File: src/rtl/t1fm_pkg.sv
package t1fm_pkg;
    localparam logic [5:0] ESF_PATTERN  = 6'b110100; // slot i -> bit i
    localparam logic [5:0] D4_TERMINAL  = 6'b010101;
    localparam logic [5:0] D4_SIGNALING = 6'b011100;

    typedef enum logic [1:0] {
        PH_FBIT,
        PH_CHAN,
        PH_EOF
    } phase_t;

    typedef enum logic [2:0] {
        SRC_LINK,
        SRC_CRC,
        SRC_EXT,
        SRC_FPS,
        SRC_TERM,
        SRC_SIG
    } fsrc_t;
endpackage

File: src/rtl/t1fm_timing.sv
module t1fm_timing
    import t1fm_pkg::*;
#(
    parameter int CHANNELS = 24,
    parameter int CH_BITS  = 8,
    parameter int D4_LEN   = 12,
    parameter int ESF_LEN  = 24,
    parameter int FRW      = 5
) (
    input  logic           clk,
    input  logic           rst,
    input  logic           esf_mode,
    output logic [FRW-1:0] frame_no,
    output logic           fbit_slot,
    output logic           frame_end,
    output logic           sf_end,
    output logic           link_pre
);
    localparam int LAST_BIT = CHANNELS * CH_BITS;
    localparam int BCW      = $clog2(LAST_BIT + 1);

    phase_t         state, state_nx;
    logic [BCW-1:0] bit_idx, bit_nx;
    logic [FRW-1:0] frame_nx, last_frame;

    assign last_frame = esf_mode ? FRW'(ESF_LEN) : FRW'(D4_LEN);

    always_comb begin
        state_nx = state;
        bit_nx   = bit_idx + BCW'(1);
        frame_nx = frame_no;
        unique case (state)
            PH_FBIT: state_nx = PH_CHAN;
            PH_CHAN: if (bit_idx == BCW'(LAST_BIT - 1)) state_nx = PH_EOF;
            PH_EOF: begin
                state_nx = PH_FBIT;
                bit_nx   = '0;
                frame_nx = (frame_no >= last_frame) ? FRW'(1) : frame_no + FRW'(1);
            end
            default: begin
                state_nx = PH_FBIT;
                bit_nx   = '0;
                frame_nx = FRW'(1);
            end
        endcase
    end

    always_ff @(posedge clk) begin
        if (rst) begin
            state    <= PH_FBIT;
            bit_idx  <= '0;
            frame_no <= FRW'(1);
        end else begin
            state    <= state_nx;
            bit_idx  <= bit_nx;
            frame_no <= frame_nx;
        end
    end

    always_comb begin
        fbit_slot = 1'b0;
        frame_end = 1'b0;
        sf_end    = 1'b0;
        link_pre  = 1'b0;
        unique case (state)
            PH_FBIT: fbit_slot = 1'b1;
            PH_CHAN: ;
            PH_EOF: begin
                frame_end = 1'b1;
                sf_end    = (frame_no >= last_frame);
                link_pre  = esf_mode && !frame_no[0];
            end
            default: ;
        endcase
    end

    AST_FRAME_WRAP: assert property (@(posedge clk) disable iff (rst)
        frame_end |=> (bit_idx == '0 && fbit_slot));
    AST_FRAME_LEN: assert property (@(posedge clk) disable iff (rst)
        frame_end |-> (bit_idx == BCW'(LAST_BIT)));
    AST_FRAME_STEP: assert property (@(posedge clk) disable iff (rst)
        (frame_end && !sf_end) |=> (frame_no == $past(frame_no) + FRW'(1)));
    AST_SF_WRAP: assert property (@(posedge clk) disable iff (rst)
        sf_end |=> (frame_no == FRW'(1)));
    AST_RESET_START: assert property (@(posedge clk)
        rst |=> (bit_idx == '0 && frame_no == FRW'(1) && fbit_slot));
endmodule

File: src/rtl/t1fm_fbit_sel.sv
module t1fm_fbit_sel
    import t1fm_pkg::*;
#(
    parameter int CRC_W = 6,
    parameter int FRW   = 5
) (
    input  logic             esf_mode,
    input  logic             ext_crc,
    input  logic [FRW-1:0]   frame_no,
    input  logic [CRC_W-1:0] crc_bits,
    input  logic             link_bit,
    input  logic             ser_bit,
    output logic             fbit
);
    fsrc_t          src;
    logic [2:0]     slot;
    logic [FRW-1:0] half;
    logic [FRW-1:0] quarter;

    always_comb begin
        half    = (frame_no - FRW'(1)) >> 1;
        quarter = frame_no >> 2;
        if (esf_mode) begin
            if (frame_no[0]) begin
                src  = SRC_LINK;
                slot = 3'd0;
            end else if (frame_no[1]) begin
                src  = ext_crc ? SRC_EXT : SRC_CRC;
                slot = 3'(quarter);
            end else begin
                src  = SRC_FPS;
                slot = 3'(quarter - FRW'(1));
            end
        end else begin
            src  = frame_no[0] ? SRC_TERM : SRC_SIG;
            slot = 3'((half >= FRW'(6)) ? half - FRW'(6) : half);
        end
    end

    always_comb begin
        unique case (src)
            SRC_LINK: fbit = link_bit;
            SRC_CRC:  fbit = crc_bits[slot];
            SRC_EXT:  fbit = ser_bit;
            SRC_FPS:  fbit = ESF_PATTERN[slot];
            SRC_TERM: fbit = D4_TERMINAL[slot];
            SRC_SIG:  fbit = D4_SIGNALING[slot];
            default:  fbit = 1'b0;
        endcase
    end
endmodule

File: src/rtl/t1_fbit_mux.sv
module t1_fbit_mux
    import t1fm_pkg::*;
#(
    parameter int CHANNELS = 24,
    parameter int CH_BITS  = 8,
    parameter int D4_LEN   = 12,
    parameter int ESF_LEN  = 24,
    parameter int CRC_W    = 6
) (
    input  logic             clk,
    input  logic             rst,
    input  logic             esf_mode,
    input  logic             ext_crc,
    input  logic [CRC_W-1:0] crc_in,
    input  logic             link_in,
    input  logic             ser_in,
    output logic             line_out,
    output logic             frame_sync,
    output logic             sf_sync,
    output logic             link_req
);
    localparam int FRW = $clog2(ESF_LEN + 1);

    logic [FRW-1:0] frame_no;
    logic           fbit_slot;
    logic           fbit;

    t1fm_timing #(
        .CHANNELS(CHANNELS), .CH_BITS(CH_BITS),
        .D4_LEN(D4_LEN), .ESF_LEN(ESF_LEN), .FRW(FRW)
    ) u_timing (
        .clk(clk), .rst(rst), .esf_mode(esf_mode),
        .frame_no(frame_no), .fbit_slot(fbit_slot),
        .frame_end(frame_sync), .sf_end(sf_sync), .link_pre(link_req)
    );

    t1fm_fbit_sel #(.CRC_W(CRC_W), .FRW(FRW)) u_sel (
        .esf_mode(esf_mode), .ext_crc(ext_crc), .frame_no(frame_no),
        .crc_bits(crc_in), .link_bit(link_in), .ser_bit(ser_in), .fbit(fbit)
    );

    assign line_out = fbit_slot ? fbit : ser_in;

    AST_LINK_REQ_NEXT: assert property (@(posedge clk) disable iff (rst)
        link_req |=> (fbit_slot && frame_no[0] && esf_mode));
    AST_EXT_CRC_PASS: assert property (@(posedge clk) disable iff (rst)
        (fbit_slot && esf_mode && ext_crc && frame_no[1:0] == 2'b10) |-> (line_out == ser_in));
    AST_SF_IN_FRAME: assert property (@(posedge clk) disable iff (rst)
        sf_sync |-> frame_sync);
    AST_NO_REQ_D4: assert property (@(posedge clk) disable iff (rst)
        !esf_mode |-> !link_req);
endmodule

File: config.mk
export PLATFORM = sky130hd
export DESIGN_NAME = t1_fbit_mux
export DESIGN_NICKNAME = d
export VERILOG_FILES = /design/src/rtl/t1fm_pkg.sv /design/src/rtl/t1fm_timing.sv /design/src/rtl/t1fm_fbit_sel.sv /design/src/rtl/t1_fbit_mux.sv
export SDC_FILE = /design/constraint.sdc
export NUM_CORES = 1
export LEC_CHECK = 0
export BUFFER_PORTS_ARGS = -buffer_cell sky130_fd_sc_hd__buf_2
export CAP_MARGIN = 20
export CORE_MARGIN = 2
export CORE_UTILIZATION = 45
export CTS_CLUSTER_DIAMETER = 80
export DETAILED_ROUTE_END_ITERATION = 10
export RECOVER_POWER = 50
export SLEW_MARGIN = 20
export SYNTH_ARGS = -nofsm -noshare
export SYNTH_HDL_FRONTEND = slang
export SYNTH_HIERARCHICAL = 1
export SYNTH_SLANG_ARGS = --single-unit
File: constraint.sdc
create_clock -name clk -period 3.14 [get_ports clk]
set_input_delay 0.628 -clock clk [delete_from_list [all_inputs] [get_ports clk]]
set_output_delay 0.628 -clock clk [all_outputs]
set_load 0.05 [all_outputs]
# == Yosys cells after proc, flatten, opt, wreduce, memory -nomap -nowiden ==
# Memory sizes are Yosys's and may differ from the RTL's.
# Cells that the tools add are included.
# Widths: inputs -> output; s select.
# totals
reg_bits,15
latchBits,0
ram_bits,0
rom_bits,24
in_bits,12
output_inout_bits,4
wordCells,55
memories,3
# classes
n_addsub,5
n_mul,0
n_div,0
magnitude_cmp,3
n_eq_ne,9
n_shift,0
muxes,25
bitwise,1
n_reduce_logical,6
# mem_list
memory,depth,width,rd,rd_ports_with_merged_regs,write_ports,line,source
(name not given),8,1,1,0,0,t1fm_fbit_sel.sv:45,SRC_FPS: fbit = ESF_PATTERN[slot];
(name not given),8,1,1,0,0,t1fm_fbit_sel.sv:46,SRC_TERM: fbit = D4_TERMINAL[slot];
(name not given),8,1,1,0,0,t1fm_fbit_sel.sv:47,SRC_SIG: fbit = D4_SIGNALING[slot];
# ops
op,n
$mux 3,7
$mux 1,10
$mux 5,2
$pmux 5 s2,1
$add 8x1->8 const B,1
$eq 8x8->1 const B,1
$eq 3x2->1 const B,2
$eq 3x3->1 const B,2
$pmux 1 s6,1
$add 5x1->5 const B,1
$ge 5x5->1,1
$sub 5x1->5 const B,1
$ge 4x3->1 const B,1
$lt 3x4->1 const B,1
$mux 2,2
$pmux 2 s2,1
$reduce_or 2->1,2
$bmux 1 s3,1
$eq 3x1->1 const B,1
$logic_not 3->1,1
$sub 3x1->3 const B,1
$sub 3x3->3 const B,1
$eq 2x1->1 const B,1
$eq 2x2->1 const B,1
5 further kinds,5

# == Logic depth before layout (Yosys ltp) ==
# depth
ltp_word,8
depth_mapped,10
mapped_depth_nobuf,9

# == Cells and area by module ==
# Netlist, hierarchy kept.
# by_module_without_submodules
module,n_inst,cells_each,area_per_inst_um2,seq_area_each_um2
t1fm_timing,1,92,795.8,300.3
t1fm_fbit_sel,1,67,457.9,0.0
t1_fbit_mux,1,1,15.0,0.0

# == Worst setup path after synthesis ==
# Ideal clock, no wire load.
# synth_timing
path_type,input to output
startpoint,input esf_mode
endpoint,output line_out
arrival_time_ns,2.459
t_required_ns,2.512
path_slack_ns,0.053
stages,8
n_path_buf,1
cell_sequence,clkbuf_1 -> nand2b_1 -> o22ai_1 -> mux2_2 -> o21ai_0 -> a21oi_1 -> a311o_1 -> mux2_4
# synth_between
elab_chain_len,5
elab_cells_between_ends,18
cone_classes,eq/ne (5); mux (9); reduce/logical (1); memory (3)
# synth_lines
element,line,source
start: declaration,t1_fbit_mux.sv:12,"input logic esf_mode,"
$mux 3,t1fm_fbit_sel.sv:23,if (esf_mode) begin
"$mem_v2 8x1, or another cell as far along",n/a,
"$mux 1, on equally long branches",n/a,
$pmux 1 s6 *,t1fm_fbit_sel.sv:41,unique case (src)
named net fbit,t1_fbit_mux.sv:26,logic fbit;
$mux 1 *,t1_fbit_mux.sv:42,assign line_out = fbit_slot ? fbit : ser_in;
end: declaration,t1_fbit_mux.sv:17,"output logic line_out,"
# Mark *: on every way through the listed nets, which the timed path passes. The rest lies on a longest branch. The select of a mux whose other input is x is not followed.

# == Worst setup path in the final report ==
# layout_timing
startpoint,register u_timing.frame_no[2]
endpoint,output line_out
# layout_between
elab_chain_len,8
elab_cells_between_ends,18
cone_classes,add/sub (3); order compare (1); mux (11); memory (3)
# layout_lines
element,line,source
start: declaration,t1fm_timing.sv:13,"output logic [FRW-1:0] frame_no,"
start signal: assignment,t1fm_timing.sv:56,frame_no <= frame_nx;
$sub 5x1->5 or $sub 3x1->3 (tied branches),"t1fm_fbit_sel.sv:21, t1fm_fbit_sel.sv:32",
"$ge 4x3->1, or another cell as far along",t1fm_fbit_sel.sv:36,slot = 3'((half >= FRW'(6)) ? half - FRW'(6) : half);
"$mux 3, on equally long branches","t1fm_fbit_sel.sv:36, t1fm_fbit_sel.sv:24",
$mux 3 *,t1fm_fbit_sel.sv:23,
"$mem_v2 8x1, or another cell as far along",n/a,
"$mux 1, on equally long branches",n/a,
$pmux 1 s6 *,t1fm_fbit_sel.sv:41,
named net fbit,t1_fbit_mux.sv:26,
$mux 1 *,t1_fbit_mux.sv:42,
# Marked as above.

==> summary.md <==
| Metric | Value |
|---|---|
| CORE AREA | `2710 um^2` |
| Synthesized area | `1270 um^2` |
| DR WL/cell | `14.2 um` |
| Cell Pwr Density | `218 nW/um^2` |
| Final Hold Slack | `0.480 ns` |
| EDFF count, synth | `0` |
| Post-layout nets | `211` |
| Max incr delay on CP | `0.34 ns` |
| Crit-path leading delay family | `compound AO/OA/AOI/OAI gates` |
| Hpwl dp | `2320 um` |
| Total number of vias | `1311` |
| Layout Area Growth over Synthesis | `28.3%` |
| Max-cap viol count | `0` |
| Core Util, Final | `60.1%` |
| Worst Slack Setup Final | `-0.0630 ns` |
| Synth unique cells | `51` |
| Ys Warns | `6` |
| Tmin final | `3.20 ns` |
| Post-synthesis cell count | `160` |
| Slowest library cell on the worst path | `dfxtp_2` |
| Layout cell share with drive strength beyond 1 | `32.4%` |
| Top_reg_cell synth | `dfxtp_1` |
| Gr ovfl total | `0` |
| FF/Latch Area | `305 um^2` |
| First-pass DRT Iterations | `4` |
| Post-route ant nets | `0` |
| Unrepaired setup endpoints after global routing | `yes` |
| Synth cell count leaders | `dfxtp_1 (15), nand2_1 (12), nor2_1 (12), inv_1 (11), ha_1 (10)` |
| Global-route wire length before repair | `5350 um` |
| Failing checks | `setup timing` |
| CTS tree | `yes` |
| Die Ht | `57.1 um` |
| Comb power frac | `13.1%` |
| Critical Path RT | `2.51 ns` |
| Clock Skews | `0.00269 ns` |
| Filler instances | `243` |
| Placed Cells | `209` |
| Vias per cell | `5.99` |
| DRT Wirelength | `3110 um` |
| Iter 0 DRT Violations | `64` |
| Final GP Congestion | `0.900` |
| Switch Pwr | `0.0000916 W` |
| Total CTS buffers | `3` |
| Final setup vio count | `1` |
| Pwr Total | `0.000354 W` |
| Die W | `57.1 um` |
| Setup tns final | `-0.0630 ns` |
| I/O Pins | `16` |
| Die Area | `3260 um^2` |
| Final period util | `102%` |
| Count of hold buffers inserted by post-cts repair | `0` |
| Number of antenna diodes | `0` |
| Share of power burned in registers | `56.0%` |
| Cell internal pwr | `0.000263 W` |
| CTS root buf | `clkbuf_4` |
| Final hold violations | `0` |
| CP startpoint kind | `register` |
| Clock Tree Buf Depth | `2` |
| Sequential element share of the synthesized area | `23.7%` |
| Syn Area/Cell | `7.93 um^2` |
| Max Slew Vio Count | `0` |
| Syn Nets | `182` |
| Worst hold path type | `register to register` |
| Lkg Pwr | `0.622 nW` |
| WP buf/inv | `3` |
| Crit Path Class | `register to output port` |
| Initial antenna violation count | `0` |
| Clk network pwr share | `30.9%` |
| Largest net degree at the start of global routing | `14` |
| Max-Slew Margin vs Limit | `62.4%` |
| Initial core utilization | `46.8%` |
| Async set-reset flop share out of synthesis | `0%` |
| Rows | `19` |
| Synth area leader | `dfxtp_1` |
| CP Capture Type | `output port` |
| Crit path DAT | `2.58 ns` |
| PortBufs | `15` |
| Top-area cell type share of the netlist area | `23.7%` |
| Layout Cells excl Fill | `219` |
| H-tree depth | `1` |
| Vias in the first global route | `1274` |
| Area of the multi-input gates | `992 um^2` |
| Largest cells by area after synthesis | `dfxtp_1 (24%), ha_1 (9.9%), nand2_1 (3.6%)` |
| Peak VDD IR | `0.212 mV` |
| CTS Sinks | `15` |
| Critical path cell sequence | `inv_2 -> ha_4 -> buf_12 -> nor3b_4 -> o211ai_1 -> a31oi_4 -> o21ai_2 -> a31o_1 -> a311o_1 -> mux2_4 -> buf_8` |
| Status | `finished with violations` |
| Top-count cell post-synth | `dfxtp_1` |
| CP Max Fanout | `5` |
| DRC viols | `0` |
| Highest Clock Rate | `0.312 GHz` |
| Switching Share | `25.8%` |
| Worst skew pair latency | `0.28 ns` |
| FF+latch count, synth | `15` |
| Global-route usage over all layers | `20.4%` |
| Worst-Margin Slew | `0.559 ns` |
| Clk slew on worst S/H paths | `0.09 ns` |
-- flip-flops by register name, indices dropped and copies added (netlist names) --
signal and flops:
u_timing/state 2, u_timing/frame_no 5, u_timing/bit_idx 8
-- power groups by stage --
stage               clock, W  combinational, W  sequential (W)
floorplan                  0         0.0000287        0.000202
global placement           0         0.0000404        0.000203
detailed placement         0         0.0000414        0.000203
CTS                 0.000115         0.0000457        0.000199
global route        0.000121         0.0000515        0.000199
finish              0.000110         0.0000463        0.000199
-- cells by family (layout without fill, tap and decap cells) --
logic type	Yosys count	count (layout)	synth area share, %
AND/OR/NAND/NOR	63	63	27.1
XOR/XNOR	7	7	4.83
flip-flops	15	15	23.7
buffers and inverters	19	47	7.20
multiplexers	4	4	3.65
AO/OA/AOI/OAI	42	42	23.7
adder cells (fa/ha/maj)	10	10	9.86
-- path summary, 6_finish.rpt --
| path | slack (ns) | from | endpoint | depth (start not counted) |
|---|---|---|---|---|
| min | 0.48 | u_timing/bit_idx[0] | u_timing/bit_idx[0] | 1 |
| max reg2reg | 1.35 | u_timing/frame_no[2] | u_timing/frame_no[3] | 6 |
| min reg2reg | 0.48 | u_timing/bit_idx[0] | u_timing/bit_idx[0] | 1 |
| max | -0.06 | u_timing/frame_no[2] | line_out | 11 |
-- through the flow --
| stage | area (um^2) | setup slack, ns |
|---|---|---|
| global placement | 1410 | 0.0868 |
| floorplan | 1270 | 0.0531 |
| global route | 1630 | -0.177 |
| detailed placement | 1410 | 0.0376 |
| CTS | 1560 | -0.0588 |
| finish | 1630 | -0.0630 |
-- placed cells by master, fill, tap and decap left out, drive strengths merged, types with 3 or more instances in the layout --
| cell type | Yosys | layout |
|---|---|---|
| nor4 | 4 | 4 |
| a21oi | 8 | 8 |
| or3 | 3 | 3 |
| nor3 | 3 | 3 |
| nand2 | 12 | 12 |
| nand3 | 6 | 6 |
| or4b | 3 | 3 |
| and2 | 3 | 3 |
| inv | 13 | 13 |
| dfxtp | 15 | 15 |
| a31oi | 4 | 4 |
| buf | 4 | 29 |
| nand2b | 3 | 3 |
| nor2 | 12 | 12 |
| nor2b | 5 | 5 |
| xnor2 | 5 | 5 |
| o2111ai | 3 | 3 |
| ha | 10 | 10 |
| o21ai | 8 | 8 |
| nor3b | 3 | 3 |
| clkbuf | 2 | 4 |
-- layer usage --
metal  part of all wire [%]  global-route usage (%)  vias to the layer above
li1                       -                       -                      647
met1                     44                    23.3                      631
met2                     52                    37.9                       27
met3                    2.7                    4.08                        6
met4                    1.1                    5.98                        0
met5                      0                       0                        -
-- area by class of cell --
type                            instances  area share, %
Sequential cell                        15           18.8
Timing Repair Buffer                   30           13.1
Multi-Input combinational cell        126           61.0
Clock buffer                            3           1.38
Inverter                               13           3.15
Clock inverter                          1          0.307
Tap cell                               31           2.38
-- repair_timing --
item | CTS | global route
setup endpoints to repair | 1 | 1
gates cloned | 0 | 0
hold endpoints to repair | 0 | 0
pin swaps | 8 | 6
gates resized for setup | 25 | 10
setup buffers | 3 | 3
No activity file was read; power rests on OpenSTA's default activity.
